--- config.mk ---
export PLATFORM = sky130hd
export DESIGN_NAME = flash_plane_sched
export DESIGN_NICKNAME = d
export VERILOG_FILES = /design/src/rtl/fps_pkg.sv /design/src/rtl/fps_array.sv /design/src/rtl/fps_op_ctrl.sv /design/src/rtl/fps_rd_path.sv /design/src/rtl/flash_plane_sched.sv
export SDC_FILE = /design/constraint.sdc
export NUM_CORES = 1
export LEC_CHECK = 0
export ABC_AREA = 1
export BUFFER_PORTS_ARGS = -buffer_cell sky130_fd_sc_hd__buf_2
export CORE_MARGIN = 5
export CORE_UTILIZATION = 56
export DETAILED_ROUTE_END_ITERATION = 12
export PLACE_DENSITY = 0.85
export REMOVE_ABC_BUFFERS = 1
export SLEW_MARGIN = 15
export SYNTH_ARGS = -nofsm -noshare
export SYNTH_HDL_FRONTEND = slang
export SYNTH_SLANG_ARGS = --single-unit
--- constraint.sdc ---
create_clock -name clk_i -period 1.6 [get_ports clk_i]
set_clock_uncertainty 0.2 [all_clocks]
set_input_delay 0.32 -clock clk_i [delete_from_list [all_inputs] [get_ports clk_i]]
set_output_delay 0.32 -clock clk_i [all_outputs]
set_load 0.005 [all_outputs]
--- src/rtl/fps_pkg.sv ---
package fps_pkg;
  typedef enum logic [2:0] {
    OP_READ   = 3'd0,
    OP_PROG   = 3'd1,
    OP_ERASE  = 3'd2,
    OP_SUSP   = 3'd3,
    OP_RESUME = 3'd4,
    OP_RDRST  = 3'd5
  } op_e;

  // status bit offsets from the MSB
  localparam int ST_POLL = 0;
  localparam int ST_TOG  = 1;
  localparam int ST_SUS  = 2;
  localparam int ST_ACT  = 3;
endpackage

--- src/rtl/fps_array.sv ---
module fps_array #(
  parameter int PLANES = 4,
  parameter int WORDS  = 4,
  parameter int DW     = 8,
  localparam int PW    = $clog2(PLANES),
  localparam int AW    = $clog2(WORDS)
) (
  input  logic          clk_i,
  input  logic          rst_ni,
  input  logic [PW-1:0] rd_plane_i,
  input  logic [AW-1:0] rd_addr_i,
  output logic [DW-1:0] rd_word_o,
  input  logic          wr_i,
  input  logic          er_i,
  input  logic [PW-1:0] wr_plane_i,
  input  logic [AW-1:0] wr_addr_i,
  input  logic [DW-1:0] wr_data_i
);
  logic [DW-1:0] pl_rd [PLANES];

  for (genvar p = 0; p < PLANES; p++) begin : g_plane
    logic [DW-1:0] words [WORDS];
    logic sel;
    assign sel = (wr_plane_i == PW'(p));

    always_ff @(posedge clk_i or negedge rst_ni) begin
      if (!rst_ni) begin
        for (int w = 0; w < WORDS; w++) words[w] <= '1;
      end else if (er_i && sel) begin
        for (int w = 0; w < WORDS; w++) words[w] <= '1;
      end else if (wr_i && sel) begin
        words[wr_addr_i] <= words[wr_addr_i] & wr_data_i;
      end
    end

    assign pl_rd[p] = words[rd_addr_i];
  end

  assign rd_word_o = pl_rd[rd_plane_i];
endmodule

--- src/rtl/fps_op_ctrl.sv ---
module fps_op_ctrl
  import fps_pkg::*;
#(
  parameter int PLANES       = 4,
  parameter int WORDS        = 4,
  parameter int DW           = 8,
  parameter int T_PROG       = 8,
  parameter int T_PROG_FAST  = 3,
  parameter int T_ERASE      = 40,
  parameter int T_ERASE_FAST = 12,
  localparam int PW   = $clog2(PLANES),
  localparam int AW   = $clog2(WORDS),
  localparam int TMAX = (T_ERASE > T_PROG) ? T_ERASE : T_PROG,
  localparam int CW   = $clog2(TMAX + 1)
) (
  input  logic          clk_i,
  input  logic          rst_ni,
  input  logic          cmd_valid_i,
  input  logic [2:0]    cmd_op_i,
  input  logic [PW-1:0] cmd_plane_i,
  input  logic [AW-1:0] cmd_addr_i,
  input  logic [DW-1:0] cmd_data_i,
  input  logic [1:0]    vpp_lvl_i,
  input  logic [DW-1:0] cur_word_i,
  output logic          act_v_o,
  output logic [PW-1:0] act_plane_o,
  output logic          poll_o,
  output logic          sus_v_o,
  output logic          start_o,
  output logic          wr_o,
  output logic          er_o,
  output logic [AW-1:0] wr_addr_o,
  output logic [DW-1:0] wr_data_o
);
  typedef struct packed {
    logic [PW-1:0] plane;
    logic [AW-1:0] addr;
    logic [DW-1:0] data;
    logic          erase;
    logic [CW-1:0] cnt;
    logic          bit7;
  } op_t;

  op_t  act_q, sus_q;
  logic act_v_q, sus_v_q;
  logic vpp_ok, fast, done;
  logic start_prog, start_erase, do_susp, do_resume;

  assign vpp_ok = (vpp_lvl_i != 2'b00);
  assign fast   = vpp_lvl_i[1];
  assign done   = act_v_q && (act_q.cnt == CW'(1));

  assign start_prog  = cmd_valid_i && (cmd_op_i == OP_PROG) && vpp_ok && !act_v_q &&
                       !(sus_v_q && (sus_q.plane == cmd_plane_i));
  assign start_erase = cmd_valid_i && (cmd_op_i == OP_ERASE) && vpp_ok && !act_v_q && !sus_v_q;
  assign do_susp     = cmd_valid_i && (cmd_op_i == OP_SUSP) && act_v_q && !sus_v_q && !done;
  assign do_resume   = cmd_valid_i && (cmd_op_i == OP_RESUME) && sus_v_q && !act_v_q;

  always_ff @(posedge clk_i or negedge rst_ni) begin
    if (!rst_ni) begin
      act_v_q <= 1'b0;
      sus_v_q <= 1'b0;
      act_q   <= '0;
      sus_q   <= '0;
    end else begin
      if (done) begin
        act_v_q <= 1'b0;
      end else if (act_v_q) begin
        act_q.cnt <= act_q.cnt - CW'(1);
        if (do_susp) begin
          // suspend cycle counts as worked
          sus_q     <= act_q;
          sus_q.cnt <= act_q.cnt - CW'(1);
          sus_v_q   <= 1'b1;
          act_v_q   <= 1'b0;
        end
      end
      if (start_prog) begin
        act_v_q <= 1'b1;
        act_q   <= '{plane: cmd_plane_i, addr: cmd_addr_i, data: cmd_data_i, erase: 1'b0,
                     cnt: fast ? CW'(T_PROG_FAST) : CW'(T_PROG),
                     bit7: cur_word_i[DW-1] & cmd_data_i[DW-1]};
      end else if (start_erase) begin
        act_v_q <= 1'b1;
        act_q   <= '{plane: cmd_plane_i, addr: cmd_addr_i, data: '1, erase: 1'b1,
                     cnt: fast ? CW'(T_ERASE_FAST) : CW'(T_ERASE), bit7: 1'b1};
      end else if (do_resume) begin
        act_v_q <= 1'b1;
        act_q   <= sus_q;
        sus_v_q <= 1'b0;
      end
    end
  end

  assign act_v_o     = act_v_q;
  assign act_plane_o = act_q.plane;
  assign poll_o      = ~act_q.bit7;
  assign sus_v_o     = sus_v_q;
  assign start_o     = start_prog | start_erase;
  assign wr_o        = done && !act_q.erase;
  assign er_o        = done && act_q.erase;
  assign wr_addr_o   = act_q.addr;
  assign wr_data_o   = act_q.data;
endmodule

--- src/rtl/fps_rd_path.sv ---
module fps_rd_path
  import fps_pkg::*;
#(
  parameter int PLANES = 4,
  parameter int DW     = 8,
  localparam int PW    = $clog2(PLANES)
) (
  input  logic          clk_i,
  input  logic          rst_ni,
  input  logic          rd_req_i,
  input  logic [PW-1:0] rd_plane_i,
  input  logic [DW-1:0] word_i,
  input  logic          act_v_i,
  input  logic [PW-1:0] act_plane_i,
  input  logic          poll_i,
  input  logic          sus_v_i,
  input  logic          start_i,
  output logic [DW-1:0] status_o,
  output logic          rd_valid_o,
  output logic [DW-1:0] rd_data_o,
  output logic          arr_rd_o
);
  logic tog_q, hit;

  always_comb begin
    status_o                = '0;
    status_o[DW-1-ST_POLL]  = act_v_i ? poll_i : 1'b1;
    status_o[DW-1-ST_TOG]   = tog_q;
    status_o[DW-1-ST_SUS]   = sus_v_i;
    status_o[DW-1-ST_ACT]   = act_v_i;
  end

  assign hit = act_v_i && (rd_plane_i == act_plane_i);

  always_ff @(posedge clk_i or negedge rst_ni) begin
    if (!rst_ni) begin
      rd_valid_o <= 1'b0;
      arr_rd_o   <= 1'b0;
      rd_data_o  <= '0;
      tog_q      <= 1'b0;
    end else begin
      rd_valid_o <= rd_req_i;
      arr_rd_o   <= rd_req_i && !hit;
      if (rd_req_i) rd_data_o <= hit ? status_o : word_i;
      if (start_i)              tog_q <= 1'b0;
      else if (rd_req_i && hit) tog_q <= ~tog_q;
    end
  end
endmodule

--- src/rtl/flash_plane_sched.sv ---
module flash_plane_sched
  import fps_pkg::*;
#(
  parameter int PLANES       = 4,
  parameter int WORDS        = 4,
  parameter int DW           = 8,
  parameter int T_PROG       = 8,
  parameter int T_PROG_FAST  = 3,
  parameter int T_ERASE      = 40,
  parameter int T_ERASE_FAST = 12
) (
  input  logic                       clk_i,
  input  logic                       rst_ni,
  input  logic                       cmd_valid_i,
  input  logic [2:0]                 cmd_op_i,
  input  logic [$clog2(PLANES)-1:0]  cmd_plane_i,
  input  logic [$clog2(WORDS)-1:0]   cmd_addr_i,
  input  logic [DW-1:0]              cmd_data_i,
  input  logic [1:0]                 vpp_lvl_i,
  output logic [PLANES-1:0]          plane_busy_o,
  output logic [DW-1:0]              status_o,
  output logic                       rd_valid_o,
  output logic [DW-1:0]              rd_data_o,
  output logic                       arr_rd_o,
  output logic                       arr_wr_o
);
  localparam int PW = $clog2(PLANES);
  localparam int AW = $clog2(WORDS);

  logic          act_v, poll, sus_v, start, wr, er;
  logic [PW-1:0] act_plane, wr_plane;
  logic [AW-1:0] wr_addr;
  logic [DW-1:0] wr_data, cur_word;
  logic          rd_req;

  assign rd_req   = cmd_valid_i && (cmd_op_i == OP_READ);
  assign wr_plane = act_plane;

  fps_array #(.PLANES(PLANES), .WORDS(WORDS), .DW(DW)) u_array (
    .clk_i, .rst_ni,
    .rd_plane_i(cmd_plane_i), .rd_addr_i(cmd_addr_i), .rd_word_o(cur_word),
    .wr_i(wr), .er_i(er), .wr_plane_i(wr_plane), .wr_addr_i(wr_addr), .wr_data_i(wr_data)
  );

  fps_op_ctrl #(
    .PLANES(PLANES), .WORDS(WORDS), .DW(DW), .T_PROG(T_PROG), .T_PROG_FAST(T_PROG_FAST),
    .T_ERASE(T_ERASE), .T_ERASE_FAST(T_ERASE_FAST)
  ) u_ctrl (
    .clk_i, .rst_ni, .cmd_valid_i, .cmd_op_i, .cmd_plane_i, .cmd_addr_i, .cmd_data_i,
    .vpp_lvl_i, .cur_word_i(cur_word),
    .act_v_o(act_v), .act_plane_o(act_plane), .poll_o(poll), .sus_v_o(sus_v),
    .start_o(start), .wr_o(wr), .er_o(er), .wr_addr_o(wr_addr), .wr_data_o(wr_data)
  );

  fps_rd_path #(.PLANES(PLANES), .DW(DW)) u_rd (
    .clk_i, .rst_ni, .rd_req_i(rd_req), .rd_plane_i(cmd_plane_i), .word_i(cur_word),
    .act_v_i(act_v), .act_plane_i(act_plane), .poll_i(poll), .sus_v_i(sus_v),
    .start_i(start), .status_o, .rd_valid_o, .rd_data_o, .arr_rd_o
  );

  for (genvar p = 0; p < PLANES; p++) begin : g_busy
    assign plane_busy_o[p] = act_v && (act_plane == PW'(p));
  end

  assign arr_wr_o = wr | er;
endmodule

Word level (Yosys, flattened, before mapping)
Index checks and enable logic that the tools add are counted.

operators by class
  add/sub/neg operators = 1
  multipliers = 0
  div/mod/pow operators = 0
  $lt $le $gt $ge = 4
  eq/ne operators = 11
  shifts and indexed selects = 0
  multiplexer cells = 64
  bitwise logic cells = 13
  reduce and logical (&&, ||, !) cells = 54

operators with widths
  cell                                                  count
  two-way mux 32 bit                                    8
  two-way mux 8 bit                                     20
  binary-select mux 8 bit (select 2 bit)                9
  bitwise mux 32 bit                                    4
  two-way mux 20 bit                                    3
  logical AND 1 bit                                     36
  bitwise AND 8 bit                                     4
  two-way mux 6 bit                                     3
  demux 8 bit (select 2 bit)                            1
  two-way mux 1 bit                                     15
  nonzero test 2 bit                                    6
  >= comparator 3 bit (second input constant)           3
  inverter 2 -> 3 bit                                   3
  equality test 3 x 2 -> 1 bit (second input constant)  2
  equality test 6 x 1 -> 1 bit (second input constant)  1
  logical NOT 1 bit                                     6
  subtractor 6 x 1 -> 6 bit (second input constant)     1
  equality test 2 bit                                   2
  equality test 2 bit (second input constant)           2
  two-way mux 4 bit                                     1
  != test 4 bit (second input constant)                 1
  nonzero test 4 bit                                    1
  equality test 3 x 1 -> 1 bit (second input constant)  1
  equality test 3 bit (second input constant)           1
  other kinds (10)                                      13

word-level totals
  bits in registers = 181
  bits in latches = 0
  bits in writable memories = 0
  memory bits (read-only) = 0
  bits of input ports = 20
  output and inout bits = 23
  word-level logic and storage cells = 181
  memories = 0

Longest topological paths before layout
  depth after elaboration = 11
  gate-level depth with buffers = 12
  gate-level depth less buffers = 11

Hierarchy
From an unflattened synthesis, not the netlist that was laid out.

unflattened totals
  cells, all modules = 1665
  area total of the unflattened synthesis = 11458.5 um^2

modules (own cells, without submodules)
  module             instances  cells each  area an instance (um^2)  sequential area each (um^2)
  fps_array          1          1284        8503.2                   3363.2
  fps_op_ctrl        1          293         2301.0                   1051.0
  fps_rd_path        1          73          595.6                    275.3
  flash_plane_sched  1          15          58.8                     0.0

Least setup slack after synthesis
OpenSTA, ideal clock, no wires.

  kind = register to register
  from = reg u_ctrl.act_q[1] (netlist bit)
  to = reg u_array.g_plane[2].words[28] (netlist bit)
  library setup time = 82 ps
  arrival = 1460 ps
  required time = 1318 ps
  setup slack = -143 ps
  stages on the path, launching flop included = 10
  buffers on the path = 1
  period minus slack after synthesis = 1743 ps
  cells stage by stage = dfrtp_1 ha_1 and3_2 nand2_4 buf_6 inv_2 nand2_4 nor2_4 nand2_1 nand3_1

between the ends
  word-level cells in the longest chain between the ends = 5
  elaborated cells on any way between the ends = 8
  classes of those cells = eq/ne (1); mux (1); reduce/logical (6)

RTL lines
  element                                                   line                                    source
  from (decl)                                               fps_op_ctrl.sv:44                       op_t act_q, sus_q;
  from (signal assigned)                                    fps_op_ctrl.sv:80                       act_q <= '{plane: cmd_plane_i, addr: cmd_addr_i, data: cmd_data_i, erase: 1'b0,
  from (signal assigned)                                    fps_op_ctrl.sv:85                       act_q <= '{plane: cmd_plane_i, addr: cmd_addr_i, data: '1, erase: 1'b1,
  from (signal assigned)                                    fps_op_ctrl.sv:89                       act_q <= sus_q;
  equality test 6 x 1 -> 1 bit *                            fps_op_ctrl.sv:51                       assign done = act_v_q && (act_q.cnt == CW'(1));
  logical AND 1 bit *                                       fps_op_ctrl.sv:51
  logical AND 1 bit (on tied branches)                      fps_op_ctrl.sv:101, fps_op_ctrl.sv:100
  logical AND 1 bit (on tied branches)                      fps_array.sv:29, fps_array.sv:31
  two-way mux 32 bit or nonzero test 2 bit (tied branches)  -
  to (signal, indexed assignment)                           fps_array.sv:32                         words[wr_addr_i] <= words[wr_addr_i] & wr_data_i;
  to (decl)                                                 fps_array.sv:22                         logic [DW-1:0] words [WORDS];

Every way passes the cells marked *; elsewhere a longest branch is shown, timed or not.
A chain may end at the register's enable or synchronous reset.

Worst setup path in the final report
  from = reg u_ctrl.act_q[2] (netlist bit)
  to = out arr_wr_o

between the ends
  word-level cells in the longest chain between the ends = 4
  elaborated cells on any way between the ends = 5
  classes of those cells = eq/ne (1); bitwise (1); reduce/logical (3)

RTL lines
  element                               line                                    source
  equality test 6 x 1 -> 1 bit *        fps_op_ctrl.sv:51
  logical AND 1 bit *                   fps_op_ctrl.sv:51
  logical AND 1 bit (on tied branches)  fps_op_ctrl.sv:100, fps_op_ctrl.sv:101
  bitwise OR 1 bit *                    flash_plane_sched.sv:65                 assign arr_wr_o = wr | er;
  to (decl)                             flash_plane_sched.sv:25                 output logic arr_wr_o

Marked as above.

==> impl_metrics.json <==
{
  "cp_data_required_time_ps": 1080,
  "hold_class": "primary input to flop",
  "start_kind": "flop",
  "reg2reg_slack_ps": -530,
  "instances_no_fill": 1835,
  "yosys.area.top_type": "dfstp_2",
  "die-area_um2": 21400,
  "reg2reg_to": "u_array.g_plane[0].words[5]$_DFFE_PN1P_",
  "nets": 1615,
  "status": "finished with violations",
  "layout-drive-gt1-share_pct": 31.4,
  "fin_crit_sh_pct": 134,
  "setup_viol": 187,
  "clk_latency_ps": 460,
  "cp-end-kind": "output port",
  "ys_warn_count": 0,
  "final_area_um2": 13500,
  "rows": 49,
  "ant_nets": 0,
  "cts_tree": "yes",
  "cts_max_level": 4,
  "core_area_um2": 18100,
  "mostFrequentLayoutCell": "nand2_1",
  "regToRegStartpoint": "u_ctrl.act_q[2]$_DFFE_PN0P_",
  "crit_type": "flop to output port",
  "synth_ff_type": "dfstp_2",
  "synthDistinctLibCells": 36,
  "cts_sinks": 181,
  "drt_drc_violations_left": 0,
  "synthTopCellsByArea": "dfstp_2, nand2_1, nand3_1",
  "clkTransAtPathRegs_ps": 80,
  "cp-endpoint": "arr_wr_o",
  "rsz0062_at_grt": "yes",
  "avgSynthCellArea_um2": 7.36,
  "diodes": 0,
  "viasPerCell": 6.43,
  "p_per_area_nw_per_um2": 720,
  "dp.cells": 1769,
  "cts_root_buffer": "clkbuf_16",
  "grtUsageTotal_pct": 33.0,
  "leakagePower_nw": 6.21,
  "synth-seq-cells": 181,
  "antenna_found_initial": 0,
  "fin_crit_ps": 2140,
  "dp_hpwl_um": 23400,
  "port_buffers": 38,
  "vdd_ir_drop_max_mv": 0.816,
  "grt-ovfl-total": 0,
  "drt_iter0_markers": 2017,
  "clockBufferDepth": 2,
  "critPathLaunch": "u_ctrl.act_q[2]$_DFFE_PN0P_",
  "whs_ps": 105,
  "path_max_fanout": 2,
  "slew_viol_final": 0,
  "start_util_pct": 57.3,
  "grt_pass1_vias": 11049,
  "finalWirelength_um": 39100,
  "drv_cap": 0,
  "post_dp_cell_area_um2": 12100,
  "wl_per_cell_um": 21.3,
  "hold_viol_final": 0,
  "place_congestion": 0.979,
  "cp.arrival_ps": 1620,
  "synth-async-reset-ratio_pct": 100,
  "routed-via-count": 11799,
  "die-width_um": 146,
  "grt_start_max_net_pins": 37,
  "synth_cells": 1415,
  "netlist_area_um2": 10400,
  "pin_count": 43,
  "netlist.area_leader.share_pct": 32.3,
  "fmax_mhz": 468,
  "synth_edf_count": 0,
  "layout_common_cells": "nand2_1, nand3_1, dfstp_2",
  "reg2reg_depth": 12,
  "cts_buffers": 17,
  "grt_pass1_wl_um": 57200,
  "first_pass_iters": 9,
  "violations": "setup timing",
  "areaGrowthSynthToFinish_pct": 29.9,
  "fp.dieH_um": 146,
  "fill_cells": 1101,
  "ys_seq_area_share_pct": 45.1,
  "fin_ws_ps": -539
}
==> synth_stat cells (2+ instances only) <==
cell type and count:
inv_2 6, nor3_4 4, nand3b_1 2, nand2_4 4, nor2_2 7, ha_1 2
dfrtp_1 53, nand2_2 5, nor2_1 73, o211ai_1 49, xnor2_1 2, or2_2 2
dfstp_2 128, nor3_2 5, nand4_1 3, nand3_1 277, buf_6 4, o21ai_1 5
a41oi_1 4, o21ai_0 78, clkbuf_1 21, nor2_4 8, o22ai_1 9, buf_1 5
nand2_1 479, buf_4 11, buf_2 34, a21oi_1 23, inv_1 105
==> sequential cells by signal, summed over array words and instances (netlist names) <==
register               flops
u_array.g_plane.words    128
u_rd.arr_rd_o              1
u_ctrl.sus_q              20
u_rd.tog_q                 1
u_ctrl.act_v_o             1
u_ctrl.wr_data_o           8
u_rd.rd_valid_o            1
u_ctrl.act_q               8
u_ctrl.act_plane_o         2
u_ctrl.wr_addr_o           2
u_rd.rd_data_o             8
u_ctrl.sus_v_o             1
==> how the worst min path moves through the flow <==
| stage | from | end | slack (ps) | depth (start not counted) |
|---|---|---|---|---|
| floorplan | rst_ni | u_ctrl.act_plane_o[0]$_DFFE_PN0P_ | -180 | 0 |
| global placement | rst_ni | u_rd.rd_data_o[2]$_DFFE_PN0P_ | 50 | 1 |
| detailed placement | rst_ni | u_rd.rd_data_o[6]$_DFFE_PN0P_ | 50 | 1 |
| CTS | cmd_op_i[2] | u_rd.arr_rd_o$_DFF_PN0_ | 100 | 5 |
| global route | cmd_op_i[2] | u_rd.arr_rd_o$_DFF_PN0_ | 130 | 5 |
| finish | cmd_op_i[2] | u_rd.rd_data_o[7]$_DFFE_PN0P_ | 100 | 6 |
==> logic make-up after synthesis <==
kind of cell / synth area share [%]
fa+ha+maj: 0.240
buf+inv: 7.90
flops: 45.1
simple gates: 37.1
xor+xnor: 0.168
compound gates: 9.51
other cells: 0.0360
==> layer usage <==
layer / share of wire, % / up-vias / GRT usage, % / wire [µm]
met3: 14 / 352 / 9.73 / 5650
met1: 34 / 5312 / 41.4 / 13300
met2: 44 / 1143 / 51.6 / 17100
met4: 7.7 / 0 / 18.1 / 3020
met5: 0 / - / 0 / 0
li1: - / 4992 / - / -
==> layout make-up <==
cell class / instances / area, µm² / area share, %
Multi-Input combinational cell: 1049 / 5300 / 39.2
Sequential cell: 181 / 4690 / 34.7
Timing Repair Buffer: 231 / 2220 / 16.4
Clock buffer: 20 / 447 / 3.30
Inverter: 113 / 434 / 3.21
Tap cell: 229 / 287 / 2.12
Clock inverter: 12 / 143 / 1.05
==> per-stage QoR <==
stage          setup TNS [ps]  setup WS, ps  util, %  total power [mW]
2_1_floorplan          -89920          -635        -              4.96
3_3_place_gp           -33080          -247     66.4              5.36
3_5_place_dp           -44140          -326     66.4              5.38
4_1_cts                -54100          -503     71.9              9.65
5_1_grt                -71460          -564     74.5              9.95
6_report               -64280          -539     74.5              9.73
==> critical path, stage by stage (launching register included) <==
cell and delay (ps):
dfrtp_1 410, inv_2 100, ha_4 140, and3_4 220, nand2_8 60, buf_6 110
inv_4 40, buf_6 90
==> repair_timing <==
item / 4_1_cts / 5_1_grt
pin swaps: 6 / 5
endpoints found under the setup margin: 180 / 188
hold buffers: 8 / 0
buffers inserted: 11 / 9
endpoints found under the hold margin: 80 / 0
gates cloned: 0 / 6
resized for setup: 69 / 80
==> where the power goes <==
part / total [mW] / internal, mW / switching (mW)
clock: 4.36 / 2.37 / 1.99
combinational: 0.708 / 0.255 / 0.453
sequential: 4.66 / 4.64 / 0.0240
No activity file was read; power rests on OpenSTA's default activity.
